### config.mk
export PLATFORM = sky130hd
export DESIGN_NAME = wdog_timer
export DESIGN_NICKNAME = d
export VERILOG_FILES = /design/src/rtl/wdt_pkg.sv /design/src/rtl/wdt_tick_sel.sv /design/src/rtl/wdt_limit.sv /design/src/rtl/wdt_counter.sv /design/src/rtl/wdt_key_seq.sv /design/src/rtl/wdog_timer.sv
export SDC_FILE = /design/constraint.sdc
export NUM_CORES = 1
export LEC_CHECK = 0
export BUFFER_PORTS_ARGS = -buffer_cell sky130_fd_sc_hd__buf_4
export CORE_MARGIN = 4
export CORE_UTILIZATION = 35
export CTS_CLUSTER_SIZE = 24
export DETAILED_ROUTE_END_ITERATION = 8
export GPL_TIMING_DRIVEN = 0
export RECOVER_POWER = 100
export SYNTH_ARGS = -nofsm -noshare
export SYNTH_HDL_FRONTEND = slang
export SYNTH_SLANG_ARGS = --single-unit
### constraint.sdc
create_clock -name clk_i -period 2.01 [get_ports clk_i]
set_input_delay 0.402 -clock clk_i [delete_from_list [all_inputs] [get_ports clk_i]]
set_output_delay 0.402 -clock clk_i [all_outputs]
set_load 0.01 [all_outputs]
### src/rtl/wdt_pkg.sv
package wdt_pkg;

   typedef enum logic [1:0] {
      SRC_SYS = 2'b00,
      SRC_RTC = 2'b01,
      SRC_RC  = 2'b10,
      SRC_RSV = 2'b11
   } wdt_src_e;

   // Packed layout, bit 0 first: en, src[2:1], per[4:3], act[5], rflag[6], nflag[7]
   typedef struct packed {
      logic       nmi_flag;
      logic       rst_flag;
      logic       act_nmi;
      logic [1:0] per;
      wdt_src_e   src;
      logic       en;
   } wdt_ctl_t;

   localparam wdt_ctl_t CTL_RESET = '{
      nmi_flag: 1'b0, rst_flag: 1'b0, act_nmi: 1'b0,
      per: 2'b00, src: SRC_RC, en: 1'b0 };

   localparam logic [7:0] KEY_ARM  = 8'hA5;
   localparam logic [7:0] KEY_FIRE = 8'h5A;

   localparam int unsigned SYS_TOP_EXP = 27;
   localparam int unsigned SLOW_TOP_EXP = 17;

   // Exponent of the tick count for a time base and period code
   function automatic int unsigned tmo_exp(input int unsigned src,
                                           input int unsigned per,
                                           input int unsigned sys_trim);
      int unsigned e;
      e = 1;
      case (src)
         0: case (per)
               0: e = 27 - sys_trim;
               1: e = 25 - sys_trim;
               2: e = 22 - sys_trim;
               default: e = 18 - sys_trim;
            endcase
         1: case (per)
               0: e = 17;
               1: e = 14;
               2: e = 11;
               default: e = 7;
            endcase
         2: case (per)
               0: e = 15;
               1: e = 13;
               2: e = 9;
               default: e = 5;
            endcase
         default: e = 1;
      endcase
      return e;
   endfunction

   function automatic int unsigned cnt_width(input int unsigned sys_trim);
      int unsigned s;
      s = SYS_TOP_EXP - sys_trim;
      return (s > SLOW_TOP_EXP) ? s : SLOW_TOP_EXP;
   endfunction

endpackage

### src/rtl/wdt_tick_sel.sv
module wdt_tick_sel
   import wdt_pkg::*;
(
   input  wdt_src_e src_i,
   input  logic     rtc_tick_i,
   input  logic     rc_tick_i,
   output logic     tick_o,
   output logic     valid_o
);

   logic [3:0] strobes;

   always_comb begin
      strobes[SRC_SYS] = 1'b1;
      strobes[SRC_RTC] = rtc_tick_i;
      strobes[SRC_RC]  = rc_tick_i;
      strobes[SRC_RSV] = 1'b0;
      tick_o  = strobes[src_i];
      valid_o = (src_i != SRC_RSV);
   end

endmodule

### src/rtl/wdt_limit.sv
module wdt_limit
   import wdt_pkg::*;
#(
   parameter int unsigned CNT_W    = 27,
   parameter int unsigned SYS_TRIM = 0
)(
   input  wdt_src_e         src_i,
   input  logic [1:0]       per_i,
   output logic [CNT_W-1:0] term_o
);

   localparam int unsigned N_SRC = 4;
   localparam int unsigned N_PER = 4;

   logic [CNT_W-1:0] tab [N_SRC*N_PER];

   for (genvar s = 0; s < N_SRC; s++) begin : g_src
      for (genvar p = 0; p < N_PER; p++) begin : g_per
         if (s == N_SRC - 1) begin : g_rsv
            assign tab[s*N_PER+p] = '0;
         end else begin : g_live
            localparam int unsigned E = tmo_exp(s, p, SYS_TRIM);
            assign tab[s*N_PER+p] = CNT_W'((64'd1 << E) - 64'd1);
         end
      end
   end

   assign term_o = tab[{src_i, per_i}];

endmodule

### src/rtl/wdt_counter.sv
module wdt_counter #(
   parameter int unsigned CNT_W = 27
)(
   input  logic             clk_i,
   input  logic             rst_ni,
   input  logic             clr_i,
   input  logic             run_i,
   input  logic             tick_i,
   input  logic [CNT_W-1:0] term_i,
   output logic             expire_o,
   output logic [CNT_W-1:0] cnt_o
);

   logic [CNT_W-1:0] cnt_q;
   logic             step;
   logic             hit;

   always_comb begin
      step     = run_i & tick_i;
      hit      = step & (cnt_q == term_i);
      expire_o = hit & ~clr_i;
   end

   always_ff @(posedge clk_i) begin
      if (!rst_ni) begin
         cnt_q <= '0;
      end else if (clr_i || hit) begin
         cnt_q <= '0;
      end else if (step) begin
         cnt_q <= cnt_q + CNT_W'(1);
      end
   end

   assign cnt_o = cnt_q;

endmodule

### src/rtl/wdt_key_seq.sv
module wdt_key_seq
   import wdt_pkg::*;
(
   input  logic       clk_i,
   input  logic       rst_ni,
   input  logic       wr_i,
   input  logic [7:0] wdata_i,
   output logic       refresh_o
);

   logic armed_q;

   assign refresh_o = wr_i & armed_q & (wdata_i == KEY_FIRE);

   always_ff @(posedge clk_i) begin
      if (!rst_ni) begin
         armed_q <= 1'b0;
      end else if (wr_i) begin
         armed_q <= (wdata_i == KEY_ARM);
      end
   end

endmodule

### src/rtl/wdog_timer.sv
module wdog_timer
   import wdt_pkg::*;
#(
   parameter int unsigned ADDR_W   = 2,
   parameter int unsigned CTL_ADDR = 0,
   parameter int unsigned KEY_ADDR = 1,
   parameter int unsigned SYS_TRIM = 0
)(
   input  logic              clk_i,
   input  logic              rst_ni,
   input  logic [ADDR_W-1:0] bus_addr_i,
   input  logic              bus_wr_i,
   input  logic              bus_rd_i,
   input  logic [7:0]        bus_wdata_i,
   output logic [7:0]        bus_rdata_o,
   input  logic              rtc_tick_i,
   input  logic              rc_tick_i,
   output logic              rst_req_o,
   output logic              nmi_o
);

   localparam int unsigned CNT_W = cnt_width(SYS_TRIM);

   if (SYS_TRIM > 17) begin : g_bad_trim
      $error("SYS_TRIM must leave a system exponent of at least 1");
   end
   if (CTL_ADDR == KEY_ADDR) begin : g_bad_map
      $error("control and key registers need distinct addresses");
   end
   if ((CTL_ADDR >> ADDR_W) != 0 || (KEY_ADDR >> ADDR_W) != 0) begin : g_bad_addr
      $error("register address does not fit ADDR_W");
   end

   wdt_ctl_t         ctl_q;
   wdt_ctl_t         ctl_wr;
   logic             sel_ctl, sel_key;
   logic             wr_ctl, rd_ctl, wr_key;
   logic             cfg_change;
   logic             refresh;
   logic             cnt_clr;
   logic             tick, src_valid, run;
   logic             expire;
   logic [CNT_W-1:0] term;
   logic [CNT_W-1:0] cnt_q;
   logic             rst_req_q, nmi_q;

   always_comb begin
      sel_ctl = (bus_addr_i == ADDR_W'(CTL_ADDR));
      sel_key = (bus_addr_i == ADDR_W'(KEY_ADDR));
      wr_ctl  = bus_wr_i & sel_ctl;
      rd_ctl  = bus_rd_i & sel_ctl;
      wr_key  = bus_wr_i & sel_key;

      ctl_wr          = wdt_ctl_t'(bus_wdata_i);
      ctl_wr.rst_flag = ctl_q.rst_flag;
      ctl_wr.nmi_flag = ctl_q.nmi_flag;

      cfg_change = wr_ctl & ((ctl_wr.src != ctl_q.src) || (ctl_wr.per != ctl_q.per));
      cnt_clr    = refresh | cfg_change | ~ctl_q.en;
      run        = ctl_q.en & src_valid;
   end

   wdt_key_seq u_key (
      .clk_i     (clk_i),
      .rst_ni    (rst_ni),
      .wr_i      (wr_key),
      .wdata_i   (bus_wdata_i),
      .refresh_o (refresh)
   );

   wdt_tick_sel u_tick (
      .src_i      (ctl_q.src),
      .rtc_tick_i (rtc_tick_i),
      .rc_tick_i  (rc_tick_i),
      .tick_o     (tick),
      .valid_o    (src_valid)
   );

   wdt_limit #(
      .CNT_W    (CNT_W),
      .SYS_TRIM (SYS_TRIM)
   ) u_limit (
      .src_i  (ctl_q.src),
      .per_i  (ctl_q.per),
      .term_o (term)
   );

   wdt_counter #(
      .CNT_W (CNT_W)
   ) u_cnt (
      .clk_i    (clk_i),
      .rst_ni   (rst_ni),
      .clr_i    (cnt_clr),
      .run_i    (run),
      .tick_i   (tick),
      .term_i   (term),
      .expire_o (expire),
      .cnt_o    (cnt_q)
   );

   always_ff @(posedge clk_i) begin
      if (!rst_ni) begin
         ctl_q     <= CTL_RESET;
         rst_req_q <= 1'b0;
         nmi_q     <= 1'b0;
      end else begin
         if (wr_ctl) begin
            ctl_q.en      <= ctl_wr.en;
            ctl_q.src     <= ctl_wr.src;
            ctl_q.per     <= ctl_wr.per;
            ctl_q.act_nmi <= ctl_wr.act_nmi;
         end
         ctl_q.rst_flag <= (expire & ~ctl_q.act_nmi) | (ctl_q.rst_flag & ~rd_ctl);
         ctl_q.nmi_flag <= (expire &  ctl_q.act_nmi) | (ctl_q.nmi_flag & ~rd_ctl);
         rst_req_q      <= expire & ~ctl_q.act_nmi;
         nmi_q          <= expire &  ctl_q.act_nmi;
      end
   end

   assign bus_rdata_o = sel_ctl ? ctl_q : 8'h00;
   assign rst_req_o   = rst_req_q;
   assign nmi_o       = nmi_q;

endmodule

After elaboration in Yosys (flattened, before gate mapping). Memory sizes are Yosys's and may differ from the RTL's. Index checks and enable logic that the tools add are counted.

Reduce and logical (&&, ||, !) cells: 4. Multiplexer cells: 5. Eq/ne operators: 7. Add/sub/neg operators: 1. Bitwise gates (word level): 24. Magnitude comparators: 2.

Operator list (count): $mux 27 (2); $add 27x1->27 const B (1); $eq 27x27->1 (1); $and 1x1->1 (14); $eq 8x7->1 const B (1); $eq 8x8->1 const B (1); $mux 8 (1); $ge 5x5->1 const B (1); $not 1->1 (5); $not 4->5 (1); $ne 2x2->1 (2); $or 1x1->1 (4); $lt 2x3->1 const B (1); $bmux 1 s2 (1); $eq 2x1->1 const B (1); $logic_not 2->1 (1); $logic_or 1x1->1 (2); $ne 2x2->1 const B (1); $reduce_or 2->1 (1); $mux 1 (1).

Memories kept: 1. Register bits: 38. Input bits: 16. Bits in read-only memories: 432. Output and inout bits: 10. Word-level logic and storage cells: 54.

Memories: (name not given) (depth 16, width 27, rd ports 1, clocked after Yosys merged registers in 0, write ports 0, RTL line wdt_limit.sv:28) `assign term_o = tab[{src_i, per_i}];`.

Depth between registers and ports, before layout.
Depth in word-level cells: 10. Mapped depth: 8. Depth with buffers taken out: 5.

By module. From an unflattened synthesis, not the netlist that was laid out.

Cells, all modules: 273. Area total of the unflattened synthesis: 2408.6 µm².

Modules (own cells, without submodules): wdt_counter (area an instance 1581.5 µm², instances 1, sequential area each 540.5 µm², cells each 179); wdog_timer (area an instance 473.0 µm², instances 1, sequential area each 200.2 µm², cells each 47); wdt_limit (area an instance 235.2 µm², instances 1, sequential area each 0.0 µm², cells each 34); wdt_key_seq (area an instance 93.8 µm², instances 1, sequential area each 20.0 µm², cells each 9); wdt_tick_sel (area an instance 25.0 µm², instances 1, sequential area each 0.0 µm², cells each 4).

Least setup slack after synthesis. No wires, ideal clock.

Path kind: reg2reg. Start: reg ctl_q[4] (netlist name). End: reg u_cnt.cnt_q[11] (netlist: u_cnt.cnt_o[11]). Data arrival time: 1718 ps. Setup slack: 165 ps. Stages on the path, launching flop included: 8. Required time: 1884 ps. Path buffers: 2. Library setup time: 126 ps. Period minus slack after synthesis: 1845 ps. Path through: dfxtp_1 -> buf_4 -> a21oi_2 -> or4_4 -> a221oi_2 -> and4_4 -> buf_12 -> a211oi_2.

Word-level cells in the longest chain between the ends: 8. Elaborated cells on any way between the ends: 13. Those cells by class: 2 x eq/ne; 2 x mux; 5 x bitwise; 3 x reduce/logical; 1 x memory.

Ends and longest elaborated chain: start, declared (RTL line wdog_timer.sv:34) `wdt_ctl_t ctl_q;`; $not 4->5 (not written as such) (RTL line wdt_limit.sv:28); $mem_v2 16x27; $mux 27 (not written as such) (2 in a row) (RTL line wdt_limit.sv:28); $eq 27x27->1 (RTL line wdt_counter.sv:20) `hit = step & (cnt_q == term_i);`; $and 1x1->1 (RTL line wdt_counter.sv:20); $logic_or 1x1->1 (*) (RTL line wdt_counter.sv:27) `end else if (clr_i || hit) begin`; $reduce_or 2->1 (no line) (*); end signal, assigned (RTL line wdt_counter.sv:30) `cnt_q <= cnt_q + CNT_W'(1);`; end, declared (RTL line wdt_counter.sv:14) `logic [CNT_W-1:0] cnt_q;`.

Every way passes the cells marked *; elsewhere a longest branch is shown, timed or not. The select of a mux whose other input is x is not followed. A chain may end at the register's enable or synchronous reset.

Worst setup path after layout.
Start: reg ctl_q[4] (netlist name). End: reg u_cnt.cnt_q[25] (netlist: u_cnt.cnt_o[25]).

The elaborated chain is that of the path after synthesis.

==> summary.txt <==
STA
  • Unrepaired setup endpoints after global routing: yes
  • Final hold violations: 0
  • Clock skew: 0.0163 ns
  • Final Max Tran Viols: 0
  • Setup violators final: 7
  • Worst Max-Slew Pin Slew: approximately 0.5 ns
  • Final worst slack: -0.00831 ns
  • Final Cycle Share: 1.00
  • Headroom to the max-slew limit: 0.671
  • Final period demand of the worst path: 2.02 ns
  • Fmax: approximately 500 MHz

Placement
  • Final GP Congestion: 0.837
  • # port buffers: 25
  • Post-DP HPWL: around 4600 um
  • Post-place setup slack: -0.269 ns

Synth
  • Ys async rst share: 0
  • EDFF count, synth: 0
  • Synth top area share: 0.302
  • Sequential share of the synthesized area: 0.302
  • Most common library cells after synthesis: 38 x dfxtp_1, 21 x a211oi_2, 19 x nand4_1
  • Netlist cell types: 54
  • Mapped cell area: 0.00252 mm2
  • Synth Flop Type: dfxtp_1
  • FF+latch count, synth: 38
  • Synth area leaders: dfxtp_1 30%, a211oi_2 10%, xor2_1 4.9%, nand4_1 4.7%, xnor2_1 4.5%
  • Syn_nets: 292
  • Synth Instances: between 200 and 300
  • Mean Syn Cell Area: 9.16 um2
  • Post-synth top area cell: dfxtp_1
  • Ys Warns: 0
  • Most numerous cell in the Yosys netlist: dfxtp_1

Setup path
  • R2R cell count: 7
  • WP data required: about 2.2 ns
  • Crit-path slowest cell: or4_4
  • Reg-to-reg setup timing slack: -0.008 ns
  • Worst path cell trace: buf_6 -> a21oi_2 -> or4_4 -> a221oi_4 -> and4_4 -> buf_12 -> a211oi_2
  • Crit path launch type: flop
  • CP max stage delay: 0.49 ns
  • Critical R2R Launch: ctl_q[4]
  • Worst Setup End Kind: flop
  • Terminus of the critical flop-to-flop path: u_cnt.cnt_o[25]
  • Crit Path Max Fanout: 10
  • Setup CP Type: flop to flop
  • Arr. time, crit path: approximately 2.2 ns

Detailed routing
  • WL per Instance: about 16 um
  • TritonRoute pass-1 iters: 4
  • Vias/cell: 5.55
  • Antenna Nets Post-Route: 0
  • 1st-iter DRT viols: 87
  • Final wirelength: 6410 um
  • # DRC: 0
  • Vias: 2,258

CTS
  • CTS Sinks: 38
  • Clk pin slew, worst setup/hold paths: 0.09 ns
  • Clock root cell: clkbuf_8
  • H-tree depth: 2
  • Deepest clock path buffer count: 2
  • CTS Buf Count: 5
  • Clk_lat worst skew: around 0.3 ns
  • CTS tree: built

Final layout
  • Fin nets: approximately 330
  • Ant diodes: 0
  • Layout cell share with drive strength beyond 1: 0.289
  • Area growth from synthesis to layout: 20.7%

Global route
  • First-pass GRT wire length: 10,500 um
  • Vias in the first global route: ~2,200
  • GR Util All Layers: 0.151
  • Pin count of the biggest net entering global routing: 13
  • GRT Residual Overflow: 0
  • Initial antenna violation count: 0

Min path
  • Hold depth: 2
  • Hold Path End: ctl_q[2]
  • Hold path startpoint: rst_ni
  • Hold Path Class: input port to flop

Floorplan
  • Boundary Pins: 26
  • Core Area: 0.00691 mm2
  • Starting Density: 0.365
  • Die area: 0.00862 mm2
  • FP Rows: 30
  • Chip Height: 92.9 um
  • DIE WIDTH: 92.9 um

Flow run
  • Max-Cap Viols: 0

Power and ir drop
  • Design Power: roughly 0.0015 W
  • Static leakage power: approximately 1 nW
  • Pwr Density: 483 mW/mm2
  • Worst vdd ir: approximately 0.00027 V

Outcome
  • Outcome: finished, violations left
  • Failing checks: setup timing
==> repair_timing <==
action	in CTS	in global routing
pin swaps	4	4
gates cloned	0	2
setup buffers	3	0
hold buffers	0	0
gates resized for setup	7	25
setup endpoints to repair	23	29
==> flip-flops by register name (all words and copies together) (netlist names) <==
| signal | flops |
|---|---|
| u_key.armed_q | 1 |
| ctl_q | 8 |
| rst_req_o | 1 |
| nmi_o | 1 |
| u_cnt.cnt_o | 27 |
==> worst max-delay path by stage <==
stage	to	from	depth (start not counted)
floorplan	u_cnt.cnt_o[11]	ctl_q[4]	7
global placement	u_cnt.cnt_o[18]	bus_addr_i[0]	8
detailed placement	u_cnt.cnt_o[14]	bus_addr_i[0]	8
CTS	u_cnt.cnt_o[14]	ctl_q[1]	7
global route	ctl_q[6]	ctl_q[2]	7
finish	u_cnt.cnt_o[25]	ctl_q[4]	7
==> where the power goes <==
group / internal (W) / switching (W) / leakage [nW]
Clock: 0.000276 / 0.000300 / 0.0472
Sequential: 0.000757 / 0.00000385 / 0.308
Combinational: 0.0000648 / 0.0000659 / 0.649
==> routing by layer <==
metal,part of all wire,vias to the layer above,GRT usage
li1,-,1101,-
met1,0.47,1101,0.199
met2,0.47,49,0.250
met3,0.046,7,0.0252
met4,0.017,0,0.0513
met5,0,-,0
==> critical path, delay by kind of cell (launching register included) <==
family | cells | cell delay, ns
flops | 1 | 0.34
compound gates | 3 | 0.44
simple gates | 2 | 0.83
buf+inv | 2 | 0.28
==> kinds of logic after synthesis <==
family | synth area share
AND/OR/NAND/NOR | 0.281
AO/OA/AOI/OAI | 0.217
flip-flops | 0.302
XOR/XNOR | 0.0938
buffers and inverters | 0.0581
multiplexers | 0.0397
adder cells (fa/ha/maj) | 0.00894
==> final cells by class <==
cell class / instances / area (um2)
fill: 718 / 3870
multi-input combinational: 215 / 1660
sequential: 38 / 766
timing repair buffer: 30 / 225
buffer: 18 / 169
tap: 96 / 120
clock buffer: 6 / 82.6
clock inverter: 2 / 12.5
inverter: 2 / 7.51
==> cell usage in the layout, fill, tap and decap left out, types with 2 or more instances in the layout <==
master,count
and2_1,6
and3b_1,2
nand3_1,7
buf_2,3
and4_1,4
a211oi_1,3
buf_6,5
o2111ai_1,2
o21bai_1,3
xor2_1,14
buf_12,2
or3_1,5
mux2i_1,10
clkbuf_4,4
nand4_1,19
o21a_1,2
a211oi_2,21
or4_1,2
o21ai_0,7
clkbuf_2,2
nand2_1,15
a21oi_2,2
and2_0,8
a21oi_1,5
clkbuf_1,4
and3_1,6
o21ai_1,3
inv_1,2
nor4_1,6
buf_4,27
xnor2_1,13
dfxtp_2,4
nand2b_1,2
a21o_1,3
clkbuf_8,6
nor2b_1,9
dfxtp_1,34
nor3_1,3
nor2_1,11
==> metrics by stage <==
step	instances	cell area [um2]	setup TNS (ns)	utilization	hold slack (ns)
after floorplan	275	2520	0	-	0.423
after global placement	396	2830	-4.42	0.409	0.438
after detailed placement	396	2830	-5.32	0.409	0.442
after CTS	407	2980	0	0.431	0.325
after global routing	407	3040	-1.81	0.440	0.323
final	407	3040	-0.0416	0.440	0.321
Power figures use the tool's default switching activity.
